`src/rtl/os_avg_pkg.sv`:
```
package os_avg_pkg;
  typedef enum logic [1:0] {
    ST_IDLE  = 2'd0,
    ST_WAIT  = 2'd1,
    ST_ARMED = 2'd2
  } run_st_t;
endpackage

```
`src/rtl/os_avg_seq.sv`:
```
module os_avg_seq
  import os_avg_pkg::*;
#(
  parameter int SEL_W = 2
) (
  input  logic             clk,
  input  logic             rst_n,
  input  logic             trig_first,
  input  logic             trig_next,
  input  logic             res_valid,
  input  logic [SEL_W-1:0] cnt_sel,
  input  logic             burst_en,
  input  logic             frac_en,
  input  logic             last_hit,
  output logic [SEL_W-1:0] sel_q,
  output logic             frac_q,
  output logic             clr,
  output logic             add,
  output logic             done,
  output logic             conv_req,
  output logic             chan_hold
);
  run_st_t st_q, st_d;
  logic    req_d, hold_d, burst_q;

  assign clr  = trig_first;
  assign add  = (st_q == ST_WAIT) && res_valid && !trig_first;
  assign done = add && last_hit;

  always_comb begin
    st_d   = st_q;
    req_d  = 1'b0;
    hold_d = chan_hold;
    if (trig_first) begin
      st_d   = ST_WAIT;
      req_d  = 1'b1;
      hold_d = burst_en;
    end else begin
      case (st_q)
        ST_WAIT: begin
          if (add) begin
            if (last_hit) begin
              st_d   = ST_IDLE;
              hold_d = 1'b0;
            end else if (burst_q) begin
              req_d = 1'b1;
            end else begin
              st_d = ST_ARMED;
            end
          end
        end
        ST_ARMED: begin
          if (trig_next) begin
            st_d  = ST_WAIT;
            req_d = 1'b1;
          end
        end
        default: st_d = st_q;
      endcase
    end
  end

  always_ff @(posedge clk or negedge rst_n) begin
    if (!rst_n) begin
      st_q      <= ST_IDLE;
      conv_req  <= 1'b0;
      chan_hold <= 1'b0;
    end else begin
      st_q      <= st_d;
      conv_req  <= req_d;
      chan_hold <= hold_d;
    end
  end

  // configuration is captured only at a start trigger
  always_ff @(posedge clk or negedge rst_n) begin
    if (!rst_n) begin
      sel_q   <= '0;
      burst_q <= 1'b0;
      frac_q  <= 1'b0;
    end else if (trig_first) begin
      sel_q   <= cnt_sel;
      burst_q <= burst_en;
      frac_q  <= frac_en;
    end
  end

  assert_req_pulse_R6: assert property (@(posedge clk) disable iff (!rst_n)
    conv_req |=> !conv_req);
  assert_hold_idle_R7: assert property (@(posedge clk) disable iff (!rst_n)
    (st_q == ST_IDLE) |-> !chan_hold);
  assert_paced_nohold_R8: assert property (@(posedge clk) disable iff (!rst_n)
    (!burst_q && !$past(trig_first)) |-> !chan_hold);
endmodule

```
`src/rtl/os_avg_accum.sv`:
```
module os_avg_accum #(
  parameter int SMP_W = 12,
  parameter int ACC_W = 20,
  parameter int SEL_W = 2
) (
  input  logic             clk,
  input  logic             rst_n,
  input  logic             clr,
  input  logic             add,
  input  logic [SMP_W-1:0] din,
  input  logic [SEL_W-1:0] sel,
  output logic [ACC_W-1:0] sum_nxt,
  output logic             last_hit
);
  localparam int NUM_OPT = 1 << SEL_W;
  localparam int CNT_W   = 2 * NUM_OPT + 1;

  logic [ACC_W-1:0] acc_q, acc_d;
  logic [CNT_W-1:0] cnt_q, cnt_d, tgt;

  assign tgt      = CNT_W'(4) << {sel, 1'b0};
  assign sum_nxt  = acc_q + ACC_W'(din);
  assign last_hit = (cnt_q == tgt - CNT_W'(1));

  always_comb begin
    acc_d = acc_q;
    cnt_d = cnt_q;
    if (clr) begin
      acc_d = '0;
      cnt_d = '0;
    end else if (add) begin
      acc_d = sum_nxt;
      cnt_d = last_hit ? '0 : cnt_q + CNT_W'(1);
    end
  end

  always_ff @(posedge clk or negedge rst_n) begin
    if (!rst_n) begin
      acc_q <= '0;
      cnt_q <= '0;
    end else begin
      acc_q <= acc_d;
      cnt_q <= cnt_d;
    end
  end

  assert_no_overflow_R12: assert property (@(posedge clk) disable iff (!rst_n)
    add |-> (sum_nxt >= acc_q));
  assert_cnt_bound_R1: assert property (@(posedge clk) disable iff (!rst_n)
    cnt_q < tgt);
endmodule

```
`src/rtl/os_avg_format.sv`:
```
module os_avg_format #(
  parameter int SMP_W = 12,
  parameter int ACC_W = 20,
  parameter int OUT_W = 32,
  parameter int SEL_W = 2
) (
  input  logic [ACC_W-1:0] sum,
  input  logic [SEL_W-1:0] sel,
  input  logic             frac,
  output logic [OUT_W-1:0] word
);
  localparam int NUM_OPT = 1 << SEL_W;

  logic [OUT_W-1:0] cand_int  [NUM_OPT];
  logic [OUT_W-1:0] cand_frac [NUM_OPT];

  for (genvar g = 0; g < NUM_OPT; g++) begin : g_opt
    localparam int SH = g + 1;
    localparam int RW = SMP_W + 1 + g;
    logic [ACC_W-1:0] avg;
    assign avg          = sum >> SH;
    assign cand_int[g]  = {{(OUT_W - ACC_W){1'b0}}, avg};
    assign cand_frac[g] = {avg[RW-1:0], {(OUT_W - RW){1'b0}}};
  end

  assign word = frac ? cand_frac[sel] : cand_int[sel];
endmodule

```
`src/rtl/os_averager.sv`:
```
module os_averager #(
  parameter int SMP_W = 12,
  parameter int ACC_W = 20,
  parameter int OUT_W = 32,
  parameter int SEL_W = 2
) (
  input  logic             clk,
  input  logic             rst_n,
  input  logic             trig_first,
  input  logic             trig_next,
  input  logic [SEL_W-1:0] cnt_sel,
  input  logic             burst_en,
  input  logic             frac_en,
  input  logic             res_valid,
  input  logic [SMP_W-1:0] res_data,
  output logic             conv_req,
  output logic             chan_hold,
  input  logic             data_rd,
  output logic [OUT_W-1:0] data_out,
  output logic             ready,
  output logic             irq
);
  logic [SEL_W-1:0] sel_q;
  logic             frac_q, clr, add, done, last_hit;
  logic [ACC_W-1:0] sum_nxt;
  logic [OUT_W-1:0] fmt_word, data_d;
  logic             ready_d;

  os_avg_seq #(.SEL_W(SEL_W)) u_seq (
    .clk(clk), .rst_n(rst_n), .trig_first(trig_first), .trig_next(trig_next),
    .res_valid(res_valid), .cnt_sel(cnt_sel), .burst_en(burst_en),
    .frac_en(frac_en), .last_hit(last_hit), .sel_q(sel_q), .frac_q(frac_q),
    .clr(clr), .add(add), .done(done), .conv_req(conv_req),
    .chan_hold(chan_hold)
  );

  os_avg_accum #(.SMP_W(SMP_W), .ACC_W(ACC_W), .SEL_W(SEL_W)) u_acc (
    .clk(clk), .rst_n(rst_n), .clr(clr), .add(add), .din(res_data),
    .sel(sel_q), .sum_nxt(sum_nxt), .last_hit(last_hit)
  );

  os_avg_format #(.SMP_W(SMP_W), .ACC_W(ACC_W), .OUT_W(OUT_W), .SEL_W(SEL_W))
    u_fmt (.sum(sum_nxt), .sel(sel_q), .frac(frac_q), .word(fmt_word));

  always_comb begin
    data_d  = done ? fmt_word : data_out;
    ready_d = ready;
    if (done)         ready_d = 1'b1;
    else if (data_rd) ready_d = 1'b0;
  end

  always_ff @(posedge clk or negedge rst_n) begin
    if (!rst_n) begin
      data_out <= '0;
      ready    <= 1'b0;
      irq      <= 1'b0;
    end else begin
      data_out <= data_d;
      ready    <= ready_d;
      irq      <= done;
    end
  end

  assert_irq_ready_R9: assert property (@(posedge clk) disable iff (!rst_n)
    irq |-> ready);
  assert_irq_pulse_R9: assert property (@(posedge clk) disable iff (!rst_n)
    irq |=> !irq);
  assert_ready_rise_R9: assert property (@(posedge clk) disable iff (!rst_n)
    $rose(ready) |-> irq);
  assert_rd_clear_R11: assert property (@(posedge clk) disable iff (!rst_n)
    (data_rd && !done) |=> !ready);
  assert_data_hold_R11: assert property (@(posedge clk) disable iff (!rst_n)
    !done |=> $stable(data_out));
endmodule

```
`config.mk`:
```
export PLATFORM = sky130hd
export DESIGN_NAME = os_averager
export DESIGN_NICKNAME = d
export VERILOG_FILES = /design/src/rtl/os_avg_pkg.sv /design/src/rtl/os_avg_seq.sv /design/src/rtl/os_avg_accum.sv /design/src/rtl/os_avg_format.sv /design/src/rtl/os_averager.sv
export SDC_FILE = /design/constraint.sdc
export NUM_CORES = 1
export LEC_CHECK = 0
export ABC_AREA = 1
export BUFFER_PORTS_ARGS = -buffer_cell sky130_fd_sc_hd__clkbuf_2
export CAP_MARGIN = 20
export CORE_ASPECT_RATIO = 0.8
export CORE_MARGIN = 2
export CORE_UTILIZATION = 35
export DETAILED_ROUTE_END_ITERATION = 6
export HOLD_SLACK_MARGIN = 0.1
export PLACE_DENSITY = 0.53
export SYNTH_ARGS = -nofsm -noshare
export SYNTH_HDL_FRONTEND = slang
export SYNTH_HIERARCHICAL = 1
export SYNTH_SLANG_ARGS = --single-unit
```
`constraint.sdc`:
```
create_clock -name clk -period 6 [get_ports clk]
set_input_delay 1.2 -clock clk [delete_from_list [all_inputs] [get_ports clk]]
set_output_delay 1.2 -clock clk [all_outputs]
set_load 0.05 [all_outputs]
```
# Word-level counts from Yosys, hierarchy flattened
# Cells that the tools add are included.
[totals]
mem_bits_rw = 0
output_inout_bits = 36
word_cells = 64
reg_bits = 71
latch_bits = 0
memories = 0
romBits = 0
in_bits = 22
[classes]
shift = 1
n_mux = 30
n_reduce_logical = 11
div_mod_pow = 0
add_sub_neg = 3
bitwise = 1
n_lt_le_gt_ge = 1
n_mul = 0
n_eq_ne = 6
[op_table]
columns = ["operator", "n"]
rows = [
  ["two-way mux 32 bit", 5],
  ["binary-select mux 32 bit (select 2 bit)", 2],
  ["two-way mux 20 bit", 2],
  ["two-way mux 9 bit", 3],
  ["adder 20 x 12 -> 20 bit", 1],
  ["two-way mux 1 bit", 11],
  ["two-way mux 2 bit", 5],
  ["adder 9 x 1 -> 9 bit, second input constant", 1],
  ["equality test 9 bit", 1],
  ["<< shifter 3 x 3 -> 9 bit, first input constant", 1],
  ["subtractor 9 x 1 -> 9 bit, second input constant", 1],
  ["nonzero test 2 bit", 4],
  ["!= test 4 x 3 -> 1 bit, second input constant", 1],
  ["one-hot mux 2 bit (2 select lines)", 1],
  ["AND reduction 4 bit", 1],
  ["greater-or-equal comparator 3 bit, second input constant", 1],
  ["logical AND 1 bit", 3],
  ["!= test 3 x 2 -> 1 bit, second input constant", 1],
  ["!= test 3 bit, second input constant", 1],
  ["NOT 2 -> 3 bit", 1],
  ["AND reduction 3 bit", 1],
  ["nonzero test 3 bit", 1],
  ["equality test 2 x 1 -> 1 bit, second input constant", 1],
  ["equality test 2 bit, second input constant", 1],
  ["2 further kinds", 2],
]

# Depth between registers and ports, before layout
# Gate-level depths: netlist of run 1.
[depth]
depth_word = 7
mapped_depth = 18
mapped_depth_nobuf = 18

# Cells and area by module
# The synthesis of run 1 kept the hierarchy.
[by_module_without_submodules]
columns = ["module", "n_inst", "seq_area_each_um2", "area_per_inst_um2", "cells_per_inst"]
rows = [
  ["os_avg_accum", 1, 725.7, 2367.3, 343],
  ["os_averager", 1, 850.8, 1351.3, 141],
  ["os_avg_format", 1, 0.0, 800.8, 190],
  ["os_avg_seq", 1, 200.2, 451.7, 57],
]

# Least setup slack after synthesis of run 1
# Ideal clock, no wire load.
[synth_path]
path_kind = "input-to-reg"
start = "in res_data[0]"
end = "reg data_out[12]"
slack_ns = 3.032
path_buffers = 0
t_arrival_ns = 2.848
setup_time_ns = 0.119
path_stages = 18
t_required_ns = 5.881
path_cell_list = "ha_1 -> inv_1 -> fa_1 -> inv_1 -> nand3_1 -> nand3_1 -> nand2_1 -> nand2_2 -> nand2_1 -> nand2_1 -> nand3_1 -> and2_1 -> nand2_1 -> o21ai_1 -> nand2_1 -> nand2_1 -> nand2_1 -> nand2_1"
[synth_between]
elab_chain_len = 5
[synth_lines]
columns = ["element", "line", "text"]
rows = [
  ["start: declaration", "os_averager.sv:15", "input logic [SMP_W-1:0] res_data,"],
  ["adder 20 x 12 -> 20 bit", "os_avg_accum.sv:22", "assign sum_nxt = acc_q + ACC_W'(din);"],
  ["net sum_nxt[16]", "os_averager.sv:25", "logic [ACC_W-1:0] sum_nxt;"],
  ["binary-select mux 32 bit (select 2 bit)", "os_avg_format.sv:26", "assign word = frac ? cand_frac[sel] : cand_int[sel];"],
  ["two-way mux 32 bit (implied by the code) (2 in a row)", "os_avg_format.sv:26", ""],
  ["two-way mux 32 bit", "os_avg_format.sv:26", ""],
  ["net fmt_word[12]", "os_averager.sv:26", "logic [OUT_W-1:0] fmt_word, data_d;"],
  ["end signal: assignment", "os_averager.sv:58", "data_out <= data_d;"],
  ["end: declaration", "os_averager.sv:19", "output logic [OUT_W-1:0] data_out,"],
]
# The timed path passes the listed nets, and every way through them passes these cells. The select of a mux whose other input is x is not followed.
# A chain may end at the register's enable or synchronous reset.

# Worst setup path after layout of run 1
[layout_path]
start = "in res_data[0]"
end = "reg data_out[13]"
# The elaborated chain is that of the path after synthesis.

==> out/metrics.cfg, run 1 <==
[global_route]
track_usage_pct=18.3
grt_max_degree=72
grt_first_pass_wirelength_um=22000
antenna_found_initial=0
grt_pass1_vias=4529
overflow=0

[timing]
rsz0062_at_grt=false
setup_viol=0
hold_violations=0
period_needed_ps=3040
fmaxAchievable_mhz=329
worst_slew_pin_slew_ps=932
whs_ps=466
slew_violations=0
setup-tns-final_ps=0
maxSlewHeadroom_pct=37.8
finalCritPeriodShare_pct=50.6
skew_ps=9.28

[final_layout]
fill_cells=1502
antenna_cells=0
drive_gt1_share_pct=15.3
fin_nets=818
area_growth_pct=12.6

[floorplan]
coreArea_um2=13700
die_w_um=137
dieArea_um2=15200
start_util_pct=36.2
pin_count=58
die_h_um=111
fp-row-count=38

[worst_setup_path]
cp-startpoint=res_data[0]
r2r_cells=13
timing.rr.start=u_seq/sel_q[1]
cp.required_ps=6280
path_max_fanout=3
cp.arrival_ps=3320
r2r_end=data_out[19]
start_kind=input port
critPathKind=input port to flip-flop
crit_path_end_kind=flip-flop
rrSetupSlack_ps=3230
crit_end=data_out[13]

[synth]
ys.warnings.count=6
synth_edf_count=0
synth_ff_type=dfrtp_1
ys_types=42
synthesis.nets=770
netlist_instances=731
synth_top_area_share_pct=35.7
netlist_area_um2=4970
synth_area_per_cell_um2=6.80
synth_top_area_cell=dfrtp_1
synthTopCellsByArea=dfrtp_1, nand2_1, inv_1
ys_seq_area_share_pct=35.7
synth.most_common_cell=nand2_1
async_reset_ff_share_pct=100
synth_top_cells_by_count=nand2_1, dfrtp_1, inv_1, nand3_1, o21ai_1
synth-seq-cells=71

[clock_network]
cts_setup_buffers=0
cts-root-buf=clkbuf_16
clk_pin_slew_ps=50
cts_tree=done
cts.htree.levels=3
cts_buffer_depth=2
clk_latency_ps=350
cts_resized=0
cts_buffers=9
cts_num_sinks=71
cts_hold_buf=0

[status]
status=finished clean

[power_and_ir_drop]
power_density_nw_per_um2=347
p_leak_nw=3.18
peakVddDrop_mv=0.164

[placed_design]
dp_hpwl_um=9540
place_congestion=0.884
io_buffers=57

[hold_path]
min_path_type=flip-flop to flip-flop

[detailed_routing]
remaining_drc_errors=0
wl_per_cell_um=13.0
drt_iter0_drc=243
ant_nets=0
finalWirelength_um=12600
via_per_inst=4.75
drt_first_pass_iters=5
vias=4578

[flow_run]
maxCapViolations=0

[metrics by stage]
stage	setup WS (ps)	std cells	total power [mW]	utilization [%]	instance area (um2)
after global placement	2650	948	1.44	38.7	5320
after detailed placement	2620	948	1.44	38.7	5320
after floorplan	3030	731	1.23	-	4970
after global routing	2630	963	2.12	40.7	5600
after CTS	2970	963	1.97	40.7	5600
final	2960	963	1.94	40.7	5600
[routing by layer]
metal | GRT usage, % | vias to the layer above | part of all wire, %
met3 | 4.18 | 20 | 5.4
met1 | 25.1 | 2069 | 49
met5 | 0 | - | 0
met2 | 28.2 | 111 | 44
met4 | 6.53 | 0 | 2.0
li1 | - | 2378 | -
[registers in the layout (all words and copies together), names as in the netlist]
| name | flops |
|---|---|
| u_seq/conv_req | 1 |
| u_seq/st_q | 2 |
| u_acc/cnt_q | 9 |
| u_seq/burst_q | 1 |
| u_seq/chan_hold | 1 |
| u_acc/acc_q | 20 |
| u_seq/frac_q | 1 |
| u_seq/sel_q | 2 |
| ready | 1 |
| irq | 1 |
| data_out | 32 |
[logic make-up after synthesis]
kind of cell	share of synthesized area (%)
buffers and inverters	10.1
xor gates and xnor gates	2.29
DFF	35.7
AOI/OAI and AO/OA	7.37
and+or+nand+nor	40.0
adders and majority gates	4.43
[critical path: stages]
cell	delay (ps)
clkbuf_2	90
ha_1	170
inv_1	60
fa_1	400
inv_1	100
nand3_1	70
nand3_1	130
nand2_1	70
nand2_1	100
nand3_1	100
nand3b_1	110
and2_1	180
inv_1	70
o21ai_1	170
nand2_1	80
nand2_1	70
nand2_1	60
nand2_1	80
[power by group]
part           switching [mW]  internal [mW]  total, mW
clock                   0.197          0.312      0.509
sequential             0.0417          0.535      0.577
combinational           0.586          0.271      0.857
total                   0.825           1.12       1.94
[layout by cell type, fill, tap and decap left out, types with 2 or more instances in the layout]
| cell type | n |
|---|---|
| a21oi_2 | 2 |
| clkbuf_2 | 56 |
| nor2_2 | 6 |
| a21oi_1 | 13 |
| nor3_1 | 4 |
| nand2_2 | 16 |
| dfrtp_1 | 71 |
| nand4_1 | 7 |
| nand3_2 | 2 |
| clkbuf_16 | 9 |
| nand3_1 | 37 |
| or2_1 | 2 |
| and2_1 | 10 |
| buf_4 | 4 |
| o21ai_1 | 28 |
| a22o_1 | 4 |
| nand2_1 | 339 |
| nand2_4 | 2 |
| clkbuf_1 | 3 |
| inv_2 | 9 |
| nand3b_1 | 2 |
| xnor2_1 | 5 |
| nor2_1 | 25 |
| inv_1 | 70 |
| ha_1 | 16 |
| o21ai_0 | 15 |
| clkbuf_8 | 3 |
| nor2_4 | 3 |
| xor2_1 | 8 |
[how the worst min path moves through the flow]
stage	from	endpoint	slack, ps	cells past startpoint
after floorplan	u_seq/frac_q	u_seq/frac_q	440	2
after global placement	ready	ready	450	2
after detailed placement	ready	ready	460	2
after CTS	ready	ready	470	2
after global routing	data_out[15]	data_out[15]	480	2
final	ready	ready	470	2
[cell type report]
type / instances / area [um2] / area share (%)
Multi-Input combinational cell: 556 / 2690 / 48.1
Sequential cell: 71 / 1780 / 31.7
Tap cell: 180 / 225 / 4.02
Timing Repair Buffer: 60 / 310 / 5.54
Clock buffer: 15 / 278 / 4.96
Inverter: 81 / 314 / 5.61
Note: power is estimated with default switching activity, not from simulation.
==> run 2, diff against run 1 <==
- clock period: 6 -> 2.95 ns (I/O delays scaled with it)
==> run 2 against run 1 <==
  * Sequential power up 100%
  * Register-to-register slack got worse by 2700 ps
  * Critical path depth shrank 1
  * Final cell count increased by 0.52%
  * Sequential share of layout area fell by 0.42 points
  * First-iteration DRC count decreased by 2.1%
  * Combinational power increased by 110%
  * Critical path type is now flip-flop to flip-flop
==> out/metrics.cfg, run 2 (synthesized netlist as in run 1, its figures left out) <==
[detailed_routing]
wl_per_cell_um=13.2  ; was 13.0 um
drt_first_pass_iters=4  ; was 5
wl_met2_um=5620  ; was 5530 um
drt_iter0_drc=238  ; was 243
dr_wl_met3_um=517  ; was 681 um
wl_met1_um=6420  ; was 6100 um
routed.top_layer=met4  ; unchanged
via_per_inst=4.71  ; was 4.75
ant_nets=0  ; unchanged
remaining_drc_errors=0  ; unchanged
finalWirelength_um=12800  ; was 12600 um
vias=4563  ; was 4578

[timing]
skew_ps=7.12  ; was 9.28 ps
period_needed_ps=2420
setup_viol=0  ; unchanged
whs_ps=381  ; was 466 ps
fmaxAchievable_mhz=414
setup_slack_ps=535  ; was 2960 ps
worst_slew_pin_slew_ps=955  ; was 932 ps
hold_violations=0  ; unchanged
setup-tns-final_ps=0  ; unchanged
rsz0062_at_grt=false  ; unchanged
slew_violations=0  ; unchanged
finalCritPeriodShare_pct=81.9
maxSlewHeadroom_pct=36.4  ; was 37.8%

[power_and_ir_drop]
peakVddDrop_mv=0.347  ; was 0.164 mV
intPower_mw=2.38  ; was 1.12 mW
power_density_nw_per_um2=723  ; was 347 nW/um2
p_total_mw=4.10  ; was 1.94 mW
p_leak_nw=3.22  ; was 3.18 nW
pwr-share-comb_pct=43.4  ; was 44.1%
swShare_pct=42.1  ; was 42.5%
power_switching_mw=1.72  ; was 0.825 mW
p_seq_share_pct=28.6  ; was 29.7%
power_frac_clock_pct=28.0  ; was 26.2%

[worst_setup_path]
timing.rr.start=u_acc/acc_q[0]  ; was u_seq/sel_q[1]
path_max_fanout=3  ; unchanged
crit_cells=17  ; was 18
cp-startpoint=u_acc/acc_q[0]  ; was res_data[0]
crit_top_cell=nand2_1  ; unchanged
cp_slowest_stage_delay_ps=410  ; was 400 ps
start_kind=flip-flop  ; was input port
cp.arrival_ps=2700  ; was 3320 ps
cp_slowest_cell=fa_1  ; unchanged
crit_family=simple AND/OR/NAND/NOR gates  ; unchanged
worst-path-buf-inv=3  ; was 4
r2r_cells=17  ; was 13
critPathKind=flip-flop to flip-flop  ; was input port to flip-flop
cp.required_ps=3230  ; was 6280 ps
crit_path_end_kind=flip-flop  ; unchanged
cp_cell_sequence=ha_1 > inv_1 > fa_1 > inv_1 > nand3_1 > nand3_1 > nand2_1 > nand2_1 > nand3_1 > nand3b_1 > and2_1 > inv_1 > o21ai_1 > nand2_1 > nand2_1 > nand2_1 > nand2_1  ; was clkbuf_2 > ha_1 > inv_1 > fa_1 > inv_1 > nand3_1 > nand3_1 > nand2_1 > nand2_1 > nand3_1 > nand3b_1 > and2_1 > inv_1 > o21ai_1 > nand2_1 > nand2_1 > nand2_1 > nand2_1

[clock_network]
cts_hold_buf=0  ; unchanged
cts-root-buf=clkbuf_16  ; unchanged
cts.htree.levels=3  ; unchanged
cts_tree=done  ; unchanged
cts_setup_buffers=0  ; unchanged
cts_buffers=9  ; unchanged
clk_pin_slew_ps=50  ; about the same
cts_resized=0  ; unchanged
clk_latency_ps=350  ; about the same
cts_num_sinks=71  ; unchanged
cts_buffer_depth=2  ; unchanged

[final_layout]
drive_gt1_share_pct=16.1  ; was 15.3%
antenna_cells=0  ; unchanged
fin_nets=822  ; was 818
final-instance-count-excl-fill=968  ; was 963
final_area_um2=5670  ; was 5600 um2
final_cell_mix=nand2_1, dfrtp_1, inv_1  ; unchanged
largest_reg_flops=32  ; unchanged
layout_commonest_cell=nand2_1  ; unchanged
fill_cells=1439  ; was 1502
utilization_pct=41.3  ; was 40.7%
area_growth_pct=14.1  ; was 12.6%
reg_top3=data_out: 32 flops, u_acc/acc_q: 20 flops, u_acc/cnt_q: 9 flops  ; unchanged
top_register=data_out  ; unchanged

[floorplan]
dieArea_um2=15200  ; unchanged
pin_count=58  ; unchanged
die_w_um=137  ; unchanged
fp-row-count=38  ; unchanged
die_h_um=111  ; unchanged
coreArea_um2=13700  ; unchanged
start_util_pct=36.2  ; unchanged

[hold_path]
min_path_type=input port to asynchronous set/reset pin  ; was flip-flop to flip-flop

[status]
status=finished clean  ; unchanged

[flow_run]
maxCapViolations=0  ; unchanged

[global_route]
antenna_found_initial=0  ; unchanged
overflow=0  ; unchanged
grt_pass1_vias=4458  ; was 4529
grt_max_degree=72  ; unchanged
grt_first_pass_wirelength_um=21600  ; was 22000 um
track_usage_pct=18.1  ; was 18.3%

[placed_design]
io_buffers=57  ; unchanged
pre_cts_slack_ps=194  ; was 2620 ps
dp_hpwl_um=9630  ; was 9540 um
place_inst=952  ; was 948
post_dp_cell_area_um2=5360  ; was 5320 um2
place_congestion=0.883  ; was 0.884

run 2: cell type report:
class,instances,area (um2),area share [%]
flip-flops and latches,71,1780,31.3
multi-input cells,556,2690,47.5
well taps,180,225,3.97
clock buffers,13,270,4.77
clock inverters,3,40.0,0.706
inverters,81,314,5.54
repair buffers,64,353,6.22
run 2: path summary, 6_finish.rpt:
| kind | end | slack, ps |
|---|---|---|
| max | data_out[13] | 530 |
| min | u_acc/cnt_q[0] | 380 |
| min in group clk | u_seq/sel_q[1] | 450 |
| min reg2reg | ready | 470 |
| max reg2reg | data_out[13] | 530 |
| max in group asynchronous | data_out[13] | 1940 |
run 2: power groups by stage:
stage	clock [mW]	combinational, mW	sequential, mW
3_3_place_gp	0	1.76	1.18
3_5_place_dp	0	1.77	1.19
2_1_floorplan	0	1.30	1.20
4_1_cts	1.19	1.78	1.17
6_report	1.15	1.78	1.17
5_1_grt	1.23	2.03	1.19
run 2: per-layer routing:
metal | vias up | GRT usage [%]
met1 | 2085 | 25.1
met2 | 79 | 27.8
li1 | 2382 | -
met3 | 17 | 4.04
met4 | 0 | 6.12
met5 | - | 0
